<file path="src/rtl/pad_gen_pkg.sv">
package pad_gen_pkg;
    localparam int WORD_W   = 32;
    localparam int BYTES_W  = WORD_W / 8;
    localparam int BLOCK_B  = 64;
    localparam int LEN_W    = 64;
    localparam int ZCNT_W   = 5;

    typedef enum logic [2:0] {
        ST_IDLE,
        ST_TAIL,
        ST_ZERO,
        ST_LEN0,
        ST_LEN1
    } pad_state_e;

    typedef struct packed {
        logic [WORD_W-1:0] first_word;
        logic [ZCNT_W-1:0] zero_words;
        logic [WORD_W-1:0] len_a;
        logic [WORD_W-1:0] len_b;
    } pad_plan_t;
endpackage

</file>
<file path="src/rtl/pad_tail_word.sv">
module pad_tail_word
    import pad_gen_pkg::*;
(
    input  logic [WORD_W-1:0] tail_data,
    input  logic [1:0]        tail_cnt,
    output logic [WORD_W-1:0] word
);
    for (genvar g = 0; g < BYTES_W; g++) begin : g_byte
        logic keep;
        logic mark;
        assign keep = (g < int'(tail_cnt));
        assign mark = (g == int'(tail_cnt));
        assign word[8*g +: 8] = keep ? tail_data[8*g +: 8] :
                                mark ? 8'h80 : 8'h00;
    end
endmodule

</file>
<file path="src/rtl/pad_zero_count.sv">
module pad_zero_count
    import pad_gen_pkg::*;
(
    input  logic [5:0]        total_mod,
    input  logic              has_tail,
    output logic [ZCNT_W-1:0] zero_words
);
    logic [7:0] free_b;
    logic [7:0] room_b;
    logic [7:0] span_b;
    logic [7:0] gap_b;

    always_comb begin
        free_b = 8'(BLOCK_B) - {2'b00, total_mod};
        room_b = has_tail ? 8'd8 : 8'd12;
        span_b = (free_b < room_b) ? free_b + 8'(BLOCK_B) : free_b;
        gap_b  = span_b - room_b;
        zero_words = gap_b[ZCNT_W+1:2];
    end
endmodule

</file>
<file path="src/rtl/pad_len_fmt.sv">
module pad_len_fmt
    import pad_gen_pkg::*;
#(
    parameter int TOT_W = 33
) (
    input  logic [TOT_W-1:0]  total,
    input  logic              algo_sha,
    output logic [WORD_W-1:0] len_a,
    output logic [WORD_W-1:0] len_b
);
    logic [LEN_W-1:0]  bits;
    logic [WORD_W-1:0] swap_hi;
    logic [WORD_W-1:0] swap_lo;

    assign bits = LEN_W'(total) << 3;

    for (genvar g = 0; g < BYTES_W; g++) begin : g_swap
        assign swap_hi[8*g +: 8] = bits[LEN_W-1-8*g -: 8];
        assign swap_lo[8*g +: 8] = bits[WORD_W-1-8*g -: 8];
    end

    assign len_a = algo_sha ? swap_hi : bits[WORD_W-1:0];
    assign len_b = algo_sha ? swap_lo : bits[LEN_W-1:WORD_W];
endmodule

</file>
<file path="src/rtl/pad_final_gen.sv">
module pad_final_gen
    import pad_gen_pkg::*;
#(
    parameter int CNT_W = 32
) (
    input  logic              clk,
    input  logic              rst_n,
    input  logic              start,
    input  logic              algo_sha,
    input  logic [CNT_W-1:0]  byte_count,
    input  logic [31:0]       tail_data,
    input  logic [1:0]        tail_cnt,
    output logic [31:0]       out_data,
    output logic              out_valid,
    input  logic              out_ready,
    output logic              done
);
    localparam int TOT_W = CNT_W + 1;

    typedef struct packed {
        pad_state_e        state;
        pad_plan_t         plan;
        logic [ZCNT_W-1:0] zleft;
        logic              done;
    } regs_t;

    regs_t             r_q;
    regs_t             r_d;
    logic [TOT_W-1:0]  total;
    pad_plan_t         plan_new;

    assign total = TOT_W'(byte_count) + TOT_W'(tail_cnt);

    pad_tail_word u_tail (
        .tail_data (tail_data),
        .tail_cnt  (tail_cnt),
        .word      (plan_new.first_word)
    );

    pad_zero_count u_zero (
        .total_mod  (total[5:0]),
        .has_tail   (tail_cnt != 2'd0),
        .zero_words (plan_new.zero_words)
    );

    pad_len_fmt #(.TOT_W(TOT_W)) u_len (
        .total    (total),
        .algo_sha (algo_sha),
        .len_a    (plan_new.len_a),
        .len_b    (plan_new.len_b)
    );

    always_comb begin
        r_d      = r_q;
        r_d.done = 1'b0;
        unique case (r_q.state)
            ST_IDLE: begin
                if (start) begin
                    r_d.plan  = plan_new;
                    r_d.state = ST_TAIL;
                end
            end
            ST_TAIL: begin
                if (out_ready) begin
                    r_d.zleft = r_q.plan.zero_words;
                    r_d.state = (r_q.plan.zero_words != '0) ? ST_ZERO : ST_LEN0;
                end
            end
            ST_ZERO: begin
                if (out_ready) begin
                    r_d.zleft = r_q.zleft - 1'b1;
                    if (r_q.zleft == ZCNT_W'(1)) r_d.state = ST_LEN0;
                end
            end
            ST_LEN0: begin
                if (out_ready) r_d.state = ST_LEN1;
            end
            ST_LEN1: begin
                if (out_ready) begin
                    r_d.state = ST_IDLE;
                    r_d.done  = 1'b1;
                end
            end
            default: r_d.state = ST_IDLE;
        endcase
    end

    always_ff @(posedge clk or negedge rst_n) begin
        if (!rst_n) begin
            r_q <= '{state: ST_IDLE, plan: '0, zleft: '0, done: 1'b0};
        end else begin
            r_q <= r_d;
        end
    end

    always_comb begin
        unique case (r_q.state)
            ST_TAIL: out_data = r_q.plan.first_word;
            ST_LEN0: out_data = r_q.plan.len_a;
            ST_LEN1: out_data = r_q.plan.len_b;
            default: out_data = '0;
        endcase
    end

    assign out_valid = (r_q.state != ST_IDLE);
    assign done      = r_q.done;
endmodule

</file>
<file path="config.mk">
export PLATFORM = sky130hd
export DESIGN_NAME = pad_final_gen
export DESIGN_NICKNAME = d
export VERILOG_FILES = /design/src/rtl/pad_gen_pkg.sv /design/src/rtl/pad_tail_word.sv /design/src/rtl/pad_zero_count.sv /design/src/rtl/pad_len_fmt.sv /design/src/rtl/pad_final_gen.sv
export SDC_FILE = /design/constraint.sdc
export NUM_CORES = 1
export LEC_CHECK = 0
export BUFFER_PORTS_ARGS = -buffer_cell sky130_fd_sc_hd__buf_2
export CAP_MARGIN = 20
export CORE_MARGIN = 2
export CORE_UTILIZATION = 30
export CTS_CLUSTER_SIZE = 12
export DETAILED_ROUTE_END_ITERATION = 8
export MAX_ROUTING_LAYER = met4
export PLACE_DENSITY = 0.5
export SLEW_MARGIN = 10
export SYNTH_ARGS = -nofsm -noshare
export SYNTH_HDL_FRONTEND = slang
export SYNTH_HIERARCHICAL = 1
export SYNTH_SLANG_ARGS = --single-unit
</file>
<file path="constraint.sdc">
create_clock -name clk -period 2.1 [get_ports clk]
set_clock_uncertainty 0.1 [all_clocks]
set_input_delay 0.21 -clock clk [delete_from_list [all_inputs] [get_ports clk]]
set_output_delay 0.21 -clock clk [all_outputs]
set_load 0.05 [all_outputs]
</file>
; ---- Yosys cells after proc, flatten, opt, wreduce, memory -nomap -nowiden
; Cells that the tools add are included.
; Widths: inputs -> output; s select.
[op_classes]
n_addsub = 5
n_lt_le_gt_ge = 4
n_eq_ne = 14
n_mux = 25
n_reduce_logical = 9
[ops]
columns = op, count
row1 = $mux 104, 1
row2 = $pmux 32 s3, 1
row3 = $mux 32, 2
row4 = $mux 8, 7
row5 = $add 32x2->33, 1
row6 = $mux 3, 6
row7 = $pmux 3 s5, 1
row8 = $ne 2x2->1 const B, 6
row9 = $mux 5, 2
row10 = $pmux 5 s2, 1
row11 = $lt 8x4->1, 1
row12 = $sub 7x6->8 const A, 1
row13 = $add 7x7->7 const B, 1
row14 = $mux 7, 1
row15 = $sub 7x7->7, 1
row16 = $eq 3x2->1 const B, 2
row17 = $reduce_and 6->1, 1
row18 = $eq 5x1->1 const B, 1
row19 = $reduce_bool 5->1, 1
row20 = $sub 5x1->5 const B, 1
row21 = $eq 2x2->1 const A, 2
row22 = $lt 1x2->1 const A, 2
row23 = $reduce_bool 2->1, 2
row24 = $eq 3x1->1 const B, 1
row25 = other kinds (9), 11
[word_totals]
regBits = 110
input_bits = 71
elab_cells = 64

; ---- Logic depth before layout (Yosys ltp)
[logic_depth]
ltp_word = 7
depth_mapped = 12

; ---- By module
; The synthesis kept the hierarchy.
[by_module_without_submodules]
columns = mod, instances, cells_each, area_per_inst_um2, seq_area_each_um2
row1 = pad_final_gen, 1, 481, 6102.1, 2752.6
row2 = pad_len_fmt, 1, 71, 496.7, 0.0
row3 = pad_tail_word, 1, 38, 252.7, 0.0
row4 = pad_zero_count, 1, 18, 141.4, 0.0

; ---- Least setup slack after synthesis
; OpenSTA, ideal clock, no wires.
[synth_path]
kind = input port to flip-flop
from = in byte_count[0]
to = reg r_q[73] in the netlist's numbering
setup_time_ps = 125
arrival_time_ps = 2401
required_ps = 1875
slack_ps = -526
path_stages = 11
path_buffers = 0
path_cell_list = ha_1 > inv_1 > fa_1 > xnor2_1 > nor3_1 > nand2b_1 > ha_1 > nor4_1 > nor3_2 > xnor2_1 > mux2_4
[synth_lines]
columns = item, line_no
row1 = from (decl), pad_final_gen.sv:10  ; input logic [CNT_W-1:0] byte_count,
row2 = to (signal assigned), pad_final_gen.sv:90  ; r_q <= '{state: ST_IDLE, plan: '0, zleft: '0, done: 1'b0};
row3 = to (signal assigned), pad_final_gen.sv:92  ; r_q <= r_d;
row4 = to (decl), pad_final_gen.sv:27  ; regs_t r_q;

==> flow_metrics.py <==
metrics = {
    "status": {
        "outcome": "complete, but fails checks",
        "violations": "negative setup slack",
    },
    "worst_setup_path": {
        "slowest_delay_ns": 0.52,
        "worst-path-stages": 13,
        "worstPathMaxFanout": 3,
        "cp_common_cell": "inv_2",
        "crit_path_start_kind": "primary input",
        "crit_chain": "buf_8 > ha_4 > inv_2 > fa_2 > inv_2 > nor3_2 > nand2b_1 > ha_2 > inv_2 > ha_4 > xnor2_2 > xnor2_1 > mux2_4",
        "path_buf_inv": 4,
        "critPathArrivalTime_ns": 2.24,
        "path_delay_family": "adder cells",
        "r2r_slack_ns": 0.15,
        "r2r_cells": 5,
        "end_kind": "flop",
        "cp_slowest_cell": "fa_2",
        "criticalPathCategory": "primary input to flop",
        "required_ns": 2.23,
    },
    "yosys": {
        "synthAdderAreaFrac": 0.0136,
        "avgSynthCellArea_sq_um": 11.5,
        "synth_mux_area_frac": 0.271,
        "synthArstFlopShare": 1.00,
        "synth_top_family_by_area": "multiplexers",
        "synth_ff_type": "dfrtp_1",
        "synth_top_cell_by_area": "dfrtp_1",
        "synth_simple_gate_area_frac": 0.163,
        "ys_warn_count": 6,
        "syn_inst": 608,
        "yosysSeqAreaShare": 0.394,
        "synth_cell_type_count": 49,
        "synth_compound_area_frac": 0.0406,
        "synthesis.area_sq_um": 6990,
        "synth_xor_area_frac": 0.0451,
        "synth.area.top_cells": "dfrtp_1 39%, mux2_4 19%, mux2i_1 4.6%",
        "ys_seq_elements": 110,
        "synth_top_cell_area_share": 0.394,
        "synth_edf_count": 0,
    },
    "hold_path": {
        "whs_path_depth": 2,
        "hold_path.class": "primary input to flop",
    },
    "cts": {
        "clock_latency_ns": 0.35,
        "cts_htree_levels": 3,
        "cts_setup_buffers": 0,
        "clk_pin_slew_worst_paths_ns": 0.07,
        "cts_buffers": 9,
        "cts.sinks": 110,
        "cts_tree": "done",
        "max-clock-path-buffers": 2,
        "cts_root_buffer": "clkbuf_16",
    },
    "floorplanning": {
        "start_util": 0.307,
        "num_rows": 55,
        "ioPinCount": 105,
        "die_area_sq_um": 24500,
        "coreArea_sq_um": 22800,
        "die_w_um": 157,
        "dieHeight_um": 157,
    },
    "global_routing": {
        "grt_overflow_total": 0,
        "use_met2": 0.241,
        "grtUsageMet1": 0.220,
        "busiest_layer": "met2",
        "track_usage": 0.157,
        "grt_pass1_vias": 5088,
        "grt_pass1_wl_um": 28800,
        "grt_max_degree": 60,
        "grtUsageMet3": 0.0224,
        "antenna_found_initial": 0,
    },
    "final_layout": {
        "diodes": 0,
        "drive_gt1_frac": 0.440,
        "nets": 806,
        "n_fill_cell": 2218,
        "syn_to_final_growth_pct": 24.3,
        "final_common_cell": "dfrtp_1",
        "layout_common_cells": "109 x dfrtp_1, 90 x mux2_4, 61 x buf_2, 45 x buf_4, 43 x nand2_1",
        "final_util": 0.382,
    },
    "routing": {
        "wl_per_cell_um": 17.5,
        "vias": 4812,
        "detail_route.iter0.violations": 236,
        "first_pass_iters": 4,
        "drc": 0,
        "antenna_left": 0,
        "drt-total-wl_um": 18300,
        "via_per_inst": 4.60,
    },
    "timing": {
        "rsz0062_at_grt": "yes",
        "fin_crit_ns": 2.11,
        "drv_slew": 0,
        "hold_viol": 0,
        "setup_viol": 1,
        "fin_crit_sh": 1.00,
        "fin_ws_ns": -0.00624,
        "fmax_mhz": 475,
    },
    "pwr": {
        "powerDensity_nw_per_um2": 1360,
        "finalPower_uw": 11800,
        "vdd_drop_max_v": 0.000496,
        "leakagePower_uw": 0.00395,
    },
    "placed_design": {
        "gp_congestion": 0.841,
        "hpwl_um": 13000,
        "portBuffers": 96,
    },
    "run": {
        "maxCapViolCount": 0,
    },
}
-- synth_stat cells, types with 9 or more instances --
master,instances
nor2b_1,32
mux2i_1,32
mux2_2,20
buf_12,10
xnor2_1,28
and2_1,38
nand2_1,43
nand3_1,16
buf_2,11
dfrtp_1,110
inv_1,15
mux2_4,90
and3_1,13
o21ai_0,39
buf_4,17
nand4_1,9
-- final cells by class --
cell class | instances | area, sq um | share of cell area
clock buffers | 11 | 243 | 0.0279
flip-flops and latches | 110 | 2750 | 0.317
repair buffers | 147 | 1200 | 0.138
multi-input cells | 445 | 3990 | 0.459
clock inverters | 4 | 55.1 | 0.00633
well taps | 313 | 392 | 0.0451
inverters | 15 | 56.3 | 0.00648
-- timing repair --
action / CTS / global route
endpoints found under the hold margin: 51 / 0
setup endpoints to repair: 51 / 57
hold buffers: 1 / 0
gates cloned: 1 / 0
resized for setup: 52 / 60
pin swaps: 5 / 2
-- worst paths after layout --
| check | from | end |
|---|---|---|
| max | tail_cnt[0] | r_q[72] |
| min reg2reg | r_q[62] | r_q[62] |
| min in group asynchronous | rst_n | r_q[20] |
| max in group asynchronous | rst_n | r_q[108] |
| min | out_ready | r_q[109] |
| max reg2reg | r_q[107] | r_q[83] |
-- per-stage QoR --
step	cell area [sq um]	hold slack, ns	setup WS (ns)	cells	setup TNS (ns)
floorplan	7100	-0.186	-0.275	619	-2.81
CTS	8490	0.0373	-0.0230	1045	-0.0747
finish	8690	0.0593	-0.00624	1045	-0.00624
global placement	8000	0.0188	-0.423	1028	-13.43
detailed placement	8000	0.0273	-0.467	1028	-14.17
global route	8690	0.0621	-0.0710	1045	-0.620
-- power by group --
group	leakage (uW)	switching, uW	total [uW]	internal [uW]
combinational	0.00242	3200	6290	3090
clock	0.000143	810	1770	962
sequential	0.00138	652	3750	3100
total	0.00395	4660	11800	7150
-- logic make-up after synthesis --
kind of cell | after synthesis
multiplexers | 142
flip-flops | 110
other | 2
AND/OR/NAND/NOR | 195
AO/OA/AOI/OAI | 52
adder cells (fa/ha/maj) | 7
buffers and inverters | 64
XOR/XNOR | 36
-- metal layers --
metal | routed length [um] | up-vias
li1 | - | 2317
met1 | 9150 | 2409
met2 | 8430 | 77
met3 | 469 | 9
met4 | 206 | 0
met5 | 0 | -
-- registers in the layout, summed over array words and instances (netlist names) --
name	cells
done	1
r_q	109
-- worst reg2reg max path: cells and delay by family (launching register included) --
kind,cells,cell delay [ns]
DFF,1,0.43
muxes,1,0.33
and+or+nand+nor,2,0.55
buffers and inverters,2,0.44
(Power assumes the default switching activity.)
